## config.mk

```make
export PLATFORM = sky130hd
export DESIGN_NAME = keymatrix_scanner
export DESIGN_NICKNAME = d
export VERILOG_FILES = /design/src/rtl/keymatrix_scanner.sv
export SDC_FILE = /design/constraint.sdc
export NUM_CORES = 1
export LEC_CHECK = 0
export BUFFER_PORTS_ARGS = -buffer_cell sky130_fd_sc_hd__buf_2
export CAP_MARGIN = 20
export CORE_ASPECT_RATIO = 1.75
export CORE_MARGIN = 4
export CORE_UTILIZATION = 35
export CTS_BUF_LIST = sky130_fd_sc_hd__clkbuf_2
export DETAILED_ROUTE_END_ITERATION = 8
export PLACE_DENSITY_LB_ADDON = 0.08
export SLEW_MARGIN = 15
export SYNTH_ARGS = -nofsm -noshare
export SYNTH_HDL_FRONTEND = slang
export SYNTH_SLANG_ARGS = --single-unit
```

## constraint.sdc

```tcl
create_clock -name clk -period 3.21 [get_ports clk]
set_clock_uncertainty 0.2 [all_clocks]
set_input_delay 0.4815 -clock clk [delete_from_list [all_inputs] [get_ports clk]]
set_output_delay 0.4815 -clock clk [all_outputs]
set_load 0.02 [all_outputs]
```

## src/rtl/keymatrix_scanner.sv

```systemverilog
module keymatrix_scanner #(
  parameter int SCAN_DIV   = 8,
  parameter int FIFO_DEPTH = 8
) (
  input  logic       clk,
  input  logic       rst_n,
  input  logic       cs_n,
  input  logic       a0,
  input  logic       wr_n,
  input  logic       rd_n,
  input  logic [7:0] din,
  output logic [7:0] dout,
  output logic       dout_en,
  output logic [3:0] scan,
  output logic [4:0] col,
  input  logic [3:0] ret
);

  localparam int DW    = $clog2(SCAN_DIV);
  localparam int PW    = $clog2(FIFO_DEPTH);
  localparam int CW    = PW + 1;
  localparam int NCOL  = 5;
  localparam int NKEY  = NCOL * 4;
  localparam int EVAL0 = SCAN_DIV - 4;

  // scan timing
  logic [DW-1:0] div;
  logic [3:0]    scan_q;
  wire           tick = (div == DW'(SCAN_DIV - 1));

  always_ff @(posedge clk or negedge rst_n)
    if (!rst_n) begin
      div    <= '0;
      scan_q <= '0;
    end else if (tick) begin
      div    <= '0;
      scan_q <= scan_q + 4'd1;
    end else begin
      div <= div + DW'(1);
    end

  assign scan = scan_q;

  always_comb begin
    col = '0;
    if (scan_q[2:0] < 3'(NCOL)) col[scan_q[2:0]] = 1'b1;
  end

  // return line synchronizer
  logic [3:0] ret_m, ret_s;
  always_ff @(posedge clk or negedge rst_n)
    if (!rst_n) begin
      ret_m <= '0;
      ret_s <= '0;
    end else begin
      ret_m <= ret;
      ret_s <= ret_m;
    end

  // per-key debounce, one row per clock
  logic       eval, closed, hit;
  logic [1:0] row;
  logic [4:0] kidx, code;
  logic [NKEY-1:0] seen_q, done_q;

  assign eval   = (div >= DW'(EVAL0)) && (scan_q[2:0] < 3'(NCOL));
  assign row    = 2'(div - DW'(EVAL0));
  assign kidx   = {2'b00, scan_q[2:0]} * 5'd4 + {3'b000, row};
  assign code   = {scan_q[2:0], row};
  assign closed = ret_s[row];
  assign hit    = eval && closed && seen_q[kidx] && !done_q[kidx];

  always_ff @(posedge clk or negedge rst_n)
    if (!rst_n) begin
      seen_q <= '0;
      done_q <= '0;
    end else if (eval) begin
      seen_q[kidx] <= closed;
      if (!closed)  done_q[kidx] <= 1'b0;
      else if (hit) done_q[kidx] <= 1'b1;
    end

  // host port
  logic       wr_q, rd_q, wr_cs, wr_a0, rd_cs, rd_a0;
  logic [7:0] wr_dat;

  always_ff @(posedge clk or negedge rst_n)
    if (!rst_n) begin
      wr_q   <= 1'b1;
      rd_q   <= 1'b1;
      wr_cs  <= 1'b0;
      wr_a0  <= 1'b0;
      wr_dat <= '0;
      rd_cs  <= 1'b0;
      rd_a0  <= 1'b0;
    end else begin
      wr_q <= wr_n;
      rd_q <= rd_n;
      if (!wr_n) begin
        wr_cs  <= !cs_n;
        wr_a0  <= a0;
        wr_dat <= din;
      end
      if (!rd_n) begin
        rd_cs <= !cs_n;
        rd_a0 <= a0;
      end
    end

  // key queue
  logic [4:0]    mem [FIFO_DEPTH];
  logic [PW-1:0] rp, wp;
  logic [CW-1:0] cnt;
  logic          ovf_q;

  wire empty  = (cnt == '0);
  wire full   = (cnt == CW'(FIFO_DEPTH));
  wire clr    = wr_n && !wr_q && wr_cs && wr_a0 && (wr_dat == 8'hC0);
  wire do_pop = rd_n && !rd_q && rd_cs && !rd_a0 && !empty && !clr;
  wire do_put = hit && !full && !clr;

  always_ff @(posedge clk)
    if (do_put) mem[wp] <= code;

  always_ff @(posedge clk or negedge rst_n)
    if (!rst_n) begin
      rp    <= '0;
      wp    <= '0;
      cnt   <= '0;
      ovf_q <= 1'b0;
    end else if (clr) begin
      rp    <= '0;
      wp    <= '0;
      cnt   <= '0;
      ovf_q <= 1'b0;
    end else begin
      if (do_put) wp <= (wp == PW'(FIFO_DEPTH - 1)) ? '0 : wp + PW'(1);
      if (do_pop) rp <= (rp == PW'(FIFO_DEPTH - 1)) ? '0 : rp + PW'(1);
      cnt <= cnt + CW'(do_put) - CW'(do_pop);
      if (hit && full) ovf_q <= 1'b1;
    end

  // read mux
  wire [7:0] status = {empty, ovf_q, 2'b00, 4'(cnt)};
  wire [7:0] keyout = empty ? 8'h00 : {3'b000, mem[rp]};

  assign dout_en = !cs_n && !rd_n;
  assign dout    = !dout_en ? 8'h00 : (a0 ? status : keyout);


  scan_step_chk: assert property (@(posedge clk) disable iff (!rst_n)
    (scan_q != $past(scan_q)) |-> (scan_q == $past(scan_q) + 4'd1));


  col_onehot_chk: assert property (@(posedge clk) disable iff (!rst_n)
    $onehot0(col));


  cnt_bound_chk: assert property (@(posedge clk) disable iff (!rst_n)
    cnt <= CW'(FIFO_DEPTH));


  ovf_sticky_chk: assert property (@(posedge clk) disable iff (!rst_n)
    ($past(ovf_q) && !$past(clr)) |-> ovf_q);


  cnt_step_chk: assert property (@(posedge clk) disable iff (!rst_n)
    !$past(clr) |-> (cnt == $past(cnt) || cnt == $past(cnt) + CW'(1) || cnt + CW'(1) == $past(cnt)));


  clear_chk: assert property (@(posedge clk) disable iff (!rst_n)
    clr |=> (cnt == '0 && !ovf_q));

endmodule

```

Yosys cells after proc, flatten, opt, wreduce, memory -nomap -nowiden
Memory sizes are Yosys's and may differ from the RTL's.
Index checks and enable logic that the tools add are counted.
{"block": "totals", "regBits": 80, "ramBits": 40, "elab_cells": 104, "n_memories": 1}
{"name": "mem", "depth": 8, "word_bits": 5, "rd": 1, "rd_ports_with_merged_regs": 0, "wr": 1, "line_no": "111", "rtl": "logic [4:0] mem [FIFO_DEPTH];"}
{"block": "op_classes", "add_sub_neg": 8, "n_lt_le_gt_ge": 7, "n_eq_ne": 6, "n_mux": 29, "bitwise_logic": 3, "n_reduce_logical": 33}
{"cell": "two-way mux 20 bit", "count": 2}
{"cell": "two-way mux 3 bit", "count": 7}
{"cell": "bitwise AND 20 bit", "count": 1}
{"cell": "bitwise mux 20 bit", "count": 1}
{"cell": "inverter 20 bit", "count": 1}
{"cell": "OR 20 bit", "count": 1}
{"cell": "logical AND 1 bit", "count": 19}
{"cell": "two-way mux 8 bit", "count": 2}
{"cell": "binary-select mux 1 bit (select 5 bit)", "count": 2}
{"cell": "two-way mux 5 bit", "count": 2}
{"cell": "adder 3 x 1 -> 3 bit (second input constant)", "count": 3}
{"cell": "equality test 3 bit (second input constant)", "count": 3}
{"cell": "zero test 1 bit", "count": 9}
{"cell": "two-way mux 1 bit", "count": 9}
{"cell": "equality test 8 bit (second input constant)", "count": 1}
{"cell": "less-than comparator 5 x 6 -> 1 bit (second input constant)", "count": 1}
{"cell": "nonzero test 2 bit", "count": 3}
{"cell": "adder 5 x 2 -> 5 bit", "count": 1}
{"cell": "demux 1 bit (select 5 bit)", "count": 1}
{"cell": "greater-or-equal comparator 5 x 1 -> 1 bit (second input constant)", "count": 1}
{"cell": "adder 4 x 1 -> 4 bit", "count": 1}
{"cell": "adder 4 x 1 -> 4 bit (second input constant)", "count": 1}
{"cell": "equality test 4 bit (second input constant)", "count": 1}
{"cell": "zero test 4 bit", "count": 1}
{"cell": "12 further kinds", "count": 12}

Longest topological paths before layout
{"block": "depth", "ltp_word": 11, "ltp_mapped": 15, "mapped_depth_nobuf": 13}

Worst setup path before layout
OpenSTA, ideal clock, no wires.
{"block": "synth_timing", "path_kind": "reg-to-reg", "startpoint": "register div[0]", "endpoint": "register cnt[2]", "setup_time_ns": 0.132, "t_arrival_ns": 3.191, "setup_slack_ns": -0.313, "stages_incl_launch_ff": 12, "synth_period_minus_slack_ns": 3.523, "cell_sequence": "dfrtp_1 -> mux4_2 -> a22o_1 -> or3_4 -> or3_1 -> buf_6 -> ha_1 -> inv_1 -> ha_1 -> fa_1 -> xnor2_1 -> nor2_1"}
{"block": "synth_between", "elab_chain_len": 11}
{"element": "start, declared", "line_no": "27", "rtl": "logic [DW-1:0] div;"}
{"element": "start signal, assigned", "line_no": "39", "rtl": "div <= div + DW'(1);"}
{"element": "subtractor 2 x 1 -> 2 bit", "line_no": "67", "rtl": "assign row = 2'(div - DW'(EVAL0));"}
{"element": "adder 5 x 2 -> 5 bit / binary-select mux 1 bit (select 2 bit) (equally long branches)", "line_no": "68, 70"}
{"element": "binary-select mux 1 bit (select 5 bit) / two-way mux 1 bit (equally long branches)", "line_no": "71, 70"}
{"element": "two-way mux 1 bit (not written as such) / logical AND 1 bit (equally long branches)", "line_no": "71", "rtl": "assign hit = eval && closed && seen_q[kidx] && !done_q[kidx];"}
{"element": "logical AND 1 bit / zero test 1 bit (equally long branches)", "line_no": "71"}
{"element": "logical AND 1 bit *", "line_no": "71"}
{"element": "logical AND 1 bit * (2 in a row)", "line_no": "120", "rtl": "wire do_put = hit && !full && !clr;"}
{"element": "adder 4 x 1 -> 4 bit *", "line_no": "139", "rtl": "cnt <= cnt + CW'(do_put) - CW'(do_pop);"}
{"element": "subtractor 4 x 1 -> 4 bit *", "line_no": "139"}
{"element": "two-way mux 4 bit *", "line_no": "131", "rtl": "end else if (clr) begin"}
{"element": "end signal, assigned", "line_no": "139"}
{"element": "end, declared", "line_no": "113", "rtl": "logic [CW-1:0] cnt;"}
Every way passes the cells marked *; elsewhere a longest branch is shown, timed or not. The select of a mux whose other input is x is not followed.
A chain may end at the register's enable or synchronous reset.

Worst setup path in the final report
{"block": "layout_timing", "startpoint": "register div[0]", "endpoint": "register cnt[1]"}
Same word-level chain as after synthesis.

==> results.md <==
* Number of global-route vias before repair at 3831
* Sequential cell area at roughly 3200 sq um
* Seq cells post-synth at 120
* Area grow syn2layout at 20.8%
* Global-route wire length before repair at approximately 21000 um
* Initial antenna violation count at 1
* Final GP Congestion at 0.822
* Cells after Synth at about 430
* Core box area at approximately 16000 sq um
* Drt pass-1 iters at 5
* CTS tree: yes
* Synth Area in Adders at 3.92%
* # clock sinks at 120
* Worst path depth at 9
* Post-synthesis xor/xnor area fraction at less than 1%
* Yosys Warn Count at 0
* Die Ht at 176 um
* Largest area contributor in the netlist: dfrtp_1
* Leading post-synthesis cells by cell area: dfrtp_1 35%, edfxtp_1 21%, mux2i_1 6.9%
* # rows at 61
* Root Buffer: clkbuf_2
* Wire length per cell after detailed routing at 17.5 um
* Net Count, Synth at between 400 and 500
* Worst r2r src: div[0]
* Worst Max-Slew Pin Slew at 0.806 ns
* CP Launch Type: flop
* Routed Wire Length at 12800 um
* CTS clk-pin slew, worst paths at 0.22 ns
* Static Leak at between 2 and 3 nW
* CP cell instances: mux4_2 > a22o_1 > or3_4 > or3_4 > ha_4 > inv_2 > ha_4 > fa_2 > nor2b_1
* Final setup vio count at 2
* Synth Area in Compound Gates at around 4.7%
* Buffers added on ports at 34
* Yosys cell types at 51
* Status: complete, but fails checks
* Post-DP Area at 6330 sq um
* Via count at 3589
* I/O pin count at 36
* Area taken by multi-input logic gates at ~2200 sq um
* HP Start: ret_m[2]
* CTS Buffer Depth at 2
* Setup TNS at -0.117 ns
* Final hold vios at 0
* Max_slew headroom at 46.3%
* Critical path type: flop to flop
* Die area at 18200 sq um
* Clock latency on the worst-skew pair at approximately 0.66 ns
* Critical path launch point: div[0]
* Final ANT Viol Nets at 0
* Fmax at between 300 and 400 MHz
* Most frequent cell after synthesis: dfrtp_1
* Share of cells above drive strength 1 at a little over a third
* CP Buf/Inv Count at 1
* Reg2reg path depth at 9
* Register area share after synthesis at a little under three fifths
* Post-synth EDFFs at 40
* RSZ-0062 raised after global routing: true
* Post-Syn Area at 5620 sq um
* Layout fillers at roughly 1.5k
* Maxcap violations at 0
* Crit path largest cell delay at ~0.51 ns
* CP delay by family, top: adder cells
* Worst path required time at 3.61 ns
* Finished Layout Cells at between 700 and 800
* Tmin final at roughly 3.3 ns
* Die X at just over 100 um
* Largest fanout on the critical path at 4
* Largest net degree at the start of global routing at 81
* Top FF cell, synth: dfrtp_1
* Synth cell count leaders: 78 x dfrtp_1, 40 x edfxtp_1, 39 x mux2i_1
* Async SR Flop Fraction at between 60% and 70%
* DPL Wire Length at between 9000 and 10000 um
* Post-route cell area at 6790 sq um
* Final net count at between 500 and 600
* Grt ovf at 0
* Hold Crit Depth at 0
* DRC Markers at 0
* Vias/cell at 4.90
* Failing checks: negative setup slack
* Pins Over Slew Limit at 0
* Min-delay worst type: flop to flop
* Tot GR Track Use at 14.8%
* Worst endpoint data arrival time at roughly 3.7 ns
* Simple-gate portion of the synthesized area at under 10%
* Avg Cell Area, Syn at 13.0 sq um
* Worst VDD drop at 0.236 mV
* Total CTS buffers at 17
* Worst setup margin at -0.0905 ns
* Top cell type's share of synthesized area at 34.7%
* PD cells at roughly 480 nW/um^2
* Period utilization at 103%
* Main combinational cell family by area after synthesis: multiplexers
* Share of synthesized area spent on multiplexers at around 19%
* Crit. End Element: flop
* Slowest cell on crit path: mux4_2
* Iter 0 DRT Violations at around 170
* Starting Density at 35.4%
* Dpl cells at 677
* H-tree depth at 4
==> power breakdown <==
part | switching, mW | leakage [nW] | internal [mW]
Combinational | 0.263 | 1.28 | 0.322
Sequential | 0.0923 | 1.33 | 1.65
Clock | 0.651 | 0.134 | 0.297
==> routing by layer <==
layer | up-vias | GRT usage [%] | share of wire [%]
met1 | 1783 | 15.0 | 38
met2 | 51 | 28.5 | 57
met5 | - | 0 | 0
met3 | 19 | 3.82 | 2.4
met4 | 0 | 5.66 | 2.6
li1 | 1736 | - | -
==> logic make-up after synthesis <==
family,Yosys count
multiplexers,86
flip-flops,120
adder cells (fa/ha/maj),17
XOR/XNOR,5
buffers and inverters,61
AND/OR/NAND/NOR,94
other,1
AO/OA/AOI/OAI,47
==> final cells by class <==
| class | instances | area share [%] |
|---|---|---|
| sequential | 120 | 47.3 |
| multi-input combinational | 250 | 32.3 |
| timing repair buffer | 106 | 11.7 |
| tap | 189 | 3.48 |
| clock inverter | 15 | 2.12 |
| inverter | 34 | 1.88 |
| clock buffer | 17 | 1.25 |
| antenna | 1 | 0.0368 |
==> placed cells by master (no fill, tap or decap), drive strengths merged, types with 6 or more instances in the layout <==
cell type / instances
ha: 16
nor2: 29
mux2: 33
inv: 40
dfrtp: 78
nand3: 6
mux4: 14
mux2i: 39
nand2: 17
a21oi: 26
edfxtp: 40
dlygate4sd3: 19
o21ai: 10
buf: 87
clkbuf: 17
==> timing repair <==
| action | CTS | global route |
|---|---|---|
| endpoints found under the setup margin | 3 | 7 |
| resized for setup | 5 | 4 |
| pin swaps | 0 | 2 |
| hold endpoints to repair | 96 | 0 |
| setup buffers | 1 | 2 |
| hold buffers | 19 | 0 |
==> stage by stage <==
step	hold WS (ns)	util, %	setup slack [ns]	power (mW)
floorplan	-0.0141	-	-0.143	2.18
global placement	0.132	39.8	-0.0998	2.34
detailed placement	0.136	39.8	-0.109	2.35
CTS	0.165	42.6	-0.0867	3.33
global route	0.136	42.8	-0.162	3.49
finish	0.165	42.8	-0.0905	3.28
==> worst paths after layout <==
kind	slack [ns]	end
worst min-delay path	0.16	ret_s[2]
worst max-delay path	-0.09	cnt[1]
worst min register to register	0.16	ret_s[2]
worst max register to register	-0.09	cnt[1]
max in group asynchronous	2.01	div[1]
min in group asynchronous	0.17	seen_q[3]
==> worst reg2reg max path: stages (launching register included) <==
cell	delay [ns]
dfrtp_2	0.46
mux4_2	0.51
a22o_1	0.24
or3_4	0.39
or3_4	0.36
ha_4	0.27
inv_2	0.03
ha_4	0.15
fa_2	0.51
nor2b_1	0.11
No activity file was read; power rests on OpenSTA's default activity.
